[config.mk]
export PLATFORM = sky130hd
export DESIGN_NAME = qrs_read_steer
export DESIGN_NICKNAME = d
export VERILOG_FILES = /design/src/rtl/qrs_pkg.sv /design/src/rtl/qrs_rst_sync.sv /design/src/rtl/qrs_delay.sv /design/src/rtl/qrs_rd_gate.sv /design/src/rtl/qrs_read_steer.sv
export SDC_FILE = /design/constraint.sdc
export NUM_CORES = 1
export LEC_CHECK = 0
export BUFFER_PORTS_ARGS = -buffer_cell sky130_fd_sc_hd__clkbuf_2
export CORE_MARGIN = 5
export CORE_UTILIZATION = 48
export CTS_CLUSTER_SIZE = 40
export DETAILED_ROUTE_END_ITERATION = 8
export PLACE_DENSITY_LB_ADDON = 0.05
export SLEW_MARGIN = 20
export SYNTH_ARGS = -nofsm -noshare
export SYNTH_HDL_FRONTEND = slang
export SYNTH_SLANG_ARGS = --single-unit
export TNS_END_PERCENT = 30
[constraint.sdc]
create_clock -name clk -period 3.4 [get_ports clk]
set_clock_uncertainty 0.15 [all_clocks]
set_input_delay 0 -clock clk [delete_from_list [all_inputs] [get_ports clk]]
set_output_delay 0 -clock clk [all_outputs]
set_load 0.05 [all_outputs]
[src/rtl/qrs_pkg.sv]
package qrs_pkg;
  parameter int unsigned QRS_NQ   = 4;
  parameter int unsigned QRS_LANE = 10;

  typedef enum logic {
    TM_STD  = 1'b0,
    TM_FWFT = 1'b1
  } tmode_e;
endpackage

[src/rtl/qrs_rst_sync.sv]
module qrs_rst_sync (
  input  logic clk,
  input  logic rst_n,
  output logic rst_i
);
  logic r1, r2;
  logic r1_nx, r2_nx;

  always_comb begin
    r1_nx = 1'b1;
    r2_nx = r1;
  end

  always_ff @(posedge clk or negedge rst_n) begin
    if (!rst_n) begin
      r1 <= 1'b0;
      r2 <= 1'b0;
    end else begin
      r1 <= r1_nx;
      r2 <= r2_nx;
    end
  end

  assign rst_i = r2;
endmodule

[src/rtl/qrs_delay.sv]
module qrs_delay #(
  parameter int unsigned W = 40
) (
  input  logic         clk,
  input  logic         rst_i,
  input  logic         en,
  input  logic [W-1:0] din,
  output logic [W-1:0] tap1,
  output logic [W-1:0] tap2
);
  logic [W-1:0] s1, s2, s1_nx, s2_nx;

  always_comb begin
    s1_nx = s1;
    s2_nx = s2;
    if (en) begin
      s1_nx = din;
      s2_nx = s1;
    end
  end

  always_ff @(posedge clk or negedge rst_i) begin
    if (!rst_i) begin
      s1 <= '0;
      s2 <= '0;
    end else begin
      s1 <= s1_nx;
      s2 <= s2_nx;
    end
  end

  assign tap1 = s1;
  assign tap2 = s2;

  // stages hold on edges without enable
  a_r4_hold_idle: assert property (@(posedge clk) disable iff (!rst_i)
    !en |=> ($stable(tap1) && $stable(tap2)));
  // second stage takes the first stage's old word
  a_r2_shift: assert property (@(posedge clk) disable iff (!rst_i)
    en |=> (tap2 == $past(tap1)));
endmodule

[src/rtl/qrs_rd_gate.sv]
module qrs_rd_gate #(
  parameter int unsigned NQ = 4,
  localparam int unsigned SW = $clog2(NQ)
) (
  input  logic          clk,
  input  logic          rst_i,
  input  logic          mux_mode,
  input  logic          rd_go,
  input  logic [SW-1:0] sel_q,
  input  logic [NQ-1:0] avail,
  output logic [NQ-1:0] q_rd
);
  for (genvar i = 0; i < NQ; i++) begin : g_q
    logic addressed;
    assign addressed = !mux_mode || (sel_q == SW'(i));
    assign q_rd[i]   = rd_go && addressed && avail[i];
  end

  // one queue at most in multiplexed mode
  a_r8_single: assert property (@(posedge clk) disable iff (!rst_i)
    mux_mode |-> $onehot0(q_rd));
  // never pop a queue without data
  a_r9_needs_data: assert property (@(posedge clk) disable iff (!rst_i)
    (q_rd & ~avail) == '0);
endmodule

[src/rtl/qrs_read_steer.sv]
module qrs_read_steer
  import qrs_pkg::*;
#(
  parameter int unsigned NQ     = QRS_NQ,
  parameter int unsigned LANE_W = QRS_LANE,
  localparam int unsigned DW = NQ * LANE_W,
  localparam int unsigned SW = $clog2(NQ)
) (
  input  logic             clk,
  input  logic             rst_n,
  input  logic             cfg_mux,
  input  logic             cfg_fwft,
  input  logic [SW-1:0]    os_sel,
  input  logic             rd_cs_n,
  input  logic             rd_en,
  input  logic [NQ-1:0]    q_avail,
  input  logic [NQ*DW-1:0] q_data,
  output logic [NQ-1:0]    q_rd,
  output logic [NQ-1:0]    q_flag,
  output logic [DW-1:0]    rd_data,
  output logic             comp_flag
);
  logic          rst_i;
  tmode_e        tmode;
  logic [SW-1:0] sel_q, sel_nx;
  logic [DW-1:0] sel_word, lane_word, pipe_in;
  logic [DW-1:0] d1, d2;
  logic [0:0]    f1, f2, f_in;
  logic          fsel;

  assign tmode = cfg_fwft ? TM_FWFT : TM_STD;

  qrs_rst_sync u_rst (.clk(clk), .rst_n(rst_n), .rst_i(rst_i));

  always_comb sel_nx = os_sel;

  always_ff @(posedge clk or negedge rst_i) begin
    if (!rst_i) sel_q <= '0;
    else        sel_q <= sel_nx;
  end

  assign sel_word = q_data[int'(sel_q)*DW +: DW];

  for (genvar i = 0; i < NQ; i++) begin : g_lane
    assign lane_word[i*LANE_W +: LANE_W] = q_data[i*DW +: LANE_W];
  end

  assign pipe_in = cfg_mux ? sel_word : lane_word;
  assign f_in    = q_avail[sel_q];

  qrs_delay #(.W(DW)) u_dpipe (
    .clk(clk), .rst_i(rst_i), .en(!rd_cs_n),
    .din(pipe_in), .tap1(d1), .tap2(d2)
  );

  qrs_delay #(.W(1)) u_fpipe (
    .clk(clk), .rst_i(rst_i), .en(1'b1),
    .din(f_in), .tap1(f1), .tap2(f2)
  );

  qrs_rd_gate #(.NQ(NQ)) u_gate (
    .clk(clk), .rst_i(rst_i), .mux_mode(cfg_mux),
    .rd_go(rd_en && !rd_cs_n), .sel_q(sel_q),
    .avail(q_avail), .q_rd(q_rd)
  );

  assign rd_data   = (tmode == TM_FWFT) ? d2 : d1;
  assign fsel      = cfg_mux && ((tmode == TM_FWFT) ? f2[0] : f1[0]);
  assign comp_flag = (tmode == TM_FWFT) ? !fsel : fsel;
  assign q_flag    = (tmode == TM_FWFT) ? ~q_avail : q_avail;

  // composite parked in lane mode
  a_r7_comp_idle: assert property (@(posedge clk) disable iff (!rst_i)
    !cfg_mux |-> (comp_flag == cfg_fwft));
  // standard composite follows captured queue one edge later
  a_r5_std_comp: assert property (@(posedge clk) disable iff (!rst_i)
    (cfg_mux && !cfg_fwft) |=> (comp_flag == $past(q_avail[sel_q])));
  // bus holds while chip select is high
  a_r4_bus_hold: assert property (@(posedge clk) disable iff (!rst_i)
    rd_cs_n |=> $stable(rd_data));
endmodule

==> results.sh <==
export IMPL_grt_antenna_before_repair=0
export IMPL_cts_tree="done"
export IMPL_clk_pin_slew_ns=0.08
export IMPL_leakage_nw=3.413
export IMPL_cp_common_cell="dlygate4sd3_1"
export IMPL_clk_latency_ns=0.36
export IMPL_routed_top_layer="met4"
export IMPL_r2r_start="sel_q[0]$_DFF_PN0_"
export IMPL_fin_nets=846
export IMPL_dr_pass1_iters=5
export IMPL_wirelength_um=15620
export IMPL_hp_start="q_data[42]"
export IMPL_min_period_ns=3.198
export IMPL_yosysSeqAreaShare_pct=42.79
export IMPL_maxSlewHeadroom_pct=43.70
export IMPL_cp_arrival_ns=3.29
export IMPL_cts_sinks=86
export IMPL_synth_top_area_share_pct=42.79
export IMPL_coreArea_um2=10280
export IMPL_post_cts_buffers=0
export IMPL_fin_util_pct=71.23
export IMPL_ys_warn_count=0
export IMPL_fillers=784
export IMPL_rsz0062_at_grt="false"
export IMPL_finalSetupViolCount=0
export IMPL_grt_ovfl_total=0
export IMPL_synth_area_um2=5030
export IMPL_post_cts_resized=0
export IMPL_gp_congestion=0.8226
export IMPL_period_share_pct=94.05
export IMPL_synth_top_area_cell="dfrtp_1"
export IMPL_finalMaxSlewViolations=0
export IMPL_yosys_top_cells_area="dfrtp_1 (43%), mux2_2 (18%), mux4_2 (11%)"
export IMPL_start_util_pct=48.94
export IMPL_worst_slew_pin_slew_ns=0.8444
export IMPL_slowest_delay_ns=0.86
export IMPL_die_h_um=112.4
export IMPL_antenna_left=0
export IMPL_cts_buffer_depth=2
export IMPL_startpoint_type="flop"
export IMPL_cts_buffers=9
export IMPL_syn_to_final_growth_pct=45.55
export IMPL_crit_fanout=26
export IMPL_max_freq_ghz=0.3127
export IMPL_hp_class="in2reg"
export IMPL_final_common_cell="clkbuf_2"
export IMPL_crit_family="buffers and inverters"
export IMPL_wl_met3_um=1051
export IMPL_grt_max_degree=63
export IMPL_drt_met1_wl_um=6481
export IMPL_pre_cts_slack_ns=0.9848
export IMPL_die_area_um2=12630
export IMPL_cp_required_ns=3.49
export IMPL_htree_levels=3
export IMPL_fin_area_um2=7321
export IMPL_vdd_drop_max_v=0.0002714
export IMPL_final_cell_mix="clkbuf_2 (219), dlygate4sd3_1 (96), dfrtp_1 (83), mux2_2 (80), a21oi_1 (33)"
export IMPL_cp_slowest_cell="dfrtp_2"
export IMPL_path_buf_inv=2
export IMPL_drtIter0Drc=241
export IMPL_layout_setup_ws_ns=0.2021
export IMPL_tns_ns=0
export IMPL_post_route_drc_count=0
export IMPL_grt_usage_pct=24.56
export IMPL_dieWidth_um=112.4
export IMPL_grt_pass1_wl_um=24470
export IMPL_path_cells="mux4_1, dlygate4sd3_1, a221o_1, dlygate4sd3_1"
export IMPL_drive_above_1_share_pct=51.70
export IMPL_yosysUniqueCellTypes=23
export IMPL_synth_area_per_cell_um2=13.31
export IMPL_portBuffers=220
export IMPL_viasPerCell=5.539
export IMPL_post_dp_hpwl_um=10920
export IMPL_path_class="reg2reg"
export IMPL_dpl_instance_area_um2=6177
export IMPL_cp_end_kind="flop"
export IMPL_synth_seq_cells=86
export IMPL_drt_wirelength_per_cell_um=19.21
export IMPL_first_global_vias=4680
export IMPL_ios=221
export IMPL_synth_fp_nets=550
export IMPL_drv_cap=0
export IMPL_cts_root_buffer="clkbuf_8"
export IMPL_crit_start="sel_q[0]$_DFF_PN0_"
export IMPL_finalHoldViolCount=0
export IMPL_outcome="finished, final reports clean"
export IMPL_antenna_cells=0
export IMPL_ff2ff_setup_slack_ns=0.20
export IMPL_rows=37
export IMPL_netlist_instances=378
export IMPL_route_met2_wl_um=7812
export IMPL_power_density_nw_per_um2=421.3
export IMPL_dr_total_vias=4503
## worst paths after layout
check,end,cells past startpoint
max in group asynchronous,u_dpipe.tap1[28]$_DFFE_PN0N_,1
min,u_dpipe.tap1[12]$_DFFE_PN0N_,3
min in group asynchronous,u_dpipe.tap1[8]$_DFFE_PN0N_,0
max,u_dpipe.tap1[10]$_DFFE_PN0N_,4
max reg2reg,u_dpipe.tap1[10]$_DFFE_PN0N_,4
min reg2reg,u_dpipe.tap1[8]$_DFFE_PN0N_,0
## registers in the layout, indices dropped and copies added (netlist names)
| register | flops |
|---|---|
| u_dpipe.tap1 | 40 |
| u_dpipe.tap2 | 40 |
| sel_q | 2 |
| u_fpipe.tap1 | 1 |
| u_fpipe.tap2 | 1 |
| u_rst.r1 | 1 |
| u_rst.rst_i | 1 |
## where the power goes
part           switching [mW]  internal, mW  total (mW)
combinational           0.599         0.506        1.10
clock                   0.351         0.352       0.703
sequential              0.110          1.17        1.28
total                    1.06          2.02        3.08
## cell usage after synthesis
library cell and instances:
buf_12 2, a211o_1 10, mux4_1 6, buf_1 2
nand2_1 3, clkbuf_1 20, xor2_1 4, conb_1 1
inv_1 2, mux2i_1 10, mux4_2 25, mux2_2 80
a31oi_1 1, and3_1 2, buf_2 14, a21oi_1 33
nor2b_1 11, nor2_1 2, buf_6 2, a221o_1 30
nor3b_1 30, o21ai_0 2, dfrtp_1 86
## kinds of logic after synthesis
kind of cell           share of synthesized area, %
multiplexers                                  34.23
flip-flops                                    42.79
AO/OA/AOI/OAI                                 11.32
AND/OR/NAND/NOR                               6.468
buffers and inverters                         4.428
XOR/XNOR                                     0.6964
other                                       0.07456
## final cells by class
type | instances | area (µm²) | share of cell area, %
multi-input cells | 250 | 2658 | 36.30
clock buffers | 12 | 145.1 | 1.983
inverters | 2 | 7.507 | 0.1025
well taps | 136 | 170.2 | 2.324
repair buffers | 325 | 2145 | 29.29
clock inverters | 2 | 35.03 | 0.4786
flip-flops and latches | 86 | 2161 | 29.52
## layer usage
| metal | vias up | track usage, % |
|---|---|---|
| met5 | - | 0 |
| met4 | 0 | 6.090 |
| met3 | 20 | 6.307 |
| met2 | 197 | 41.36 |
| met1 | 2224 | 31.89 |
| li1 | 2062 | - |
## stage by stage
stage / std cells / power (mW) / hold WS (ns)
CTS: 813 / 3.097 / 0.0006968
finish: 813 / 3.085 / 0.01848
global placement: 703 / 2.245 / -0.3647
floorplan: 378 / 1.986 / -0.4456
detailed placement: 703 / 2.267 / -0.3638
global route: 813 / 3.228 / 0.01777
## worst register-to-register path: stages (launching register included)
cell and delay [ns]:
dfrtp_2 0.86, mux4_1 0.62, dlygate4sd3_1 0.56, a221o_1 0.33
dlygate4sd3_1 0.56
## repair_timing
action,in CTS,in global routing
endpoints found under the hold margin,45,0
hold buffers,96,0
setup endpoints to repair,0,0
(Power assumes the default switching activity.)
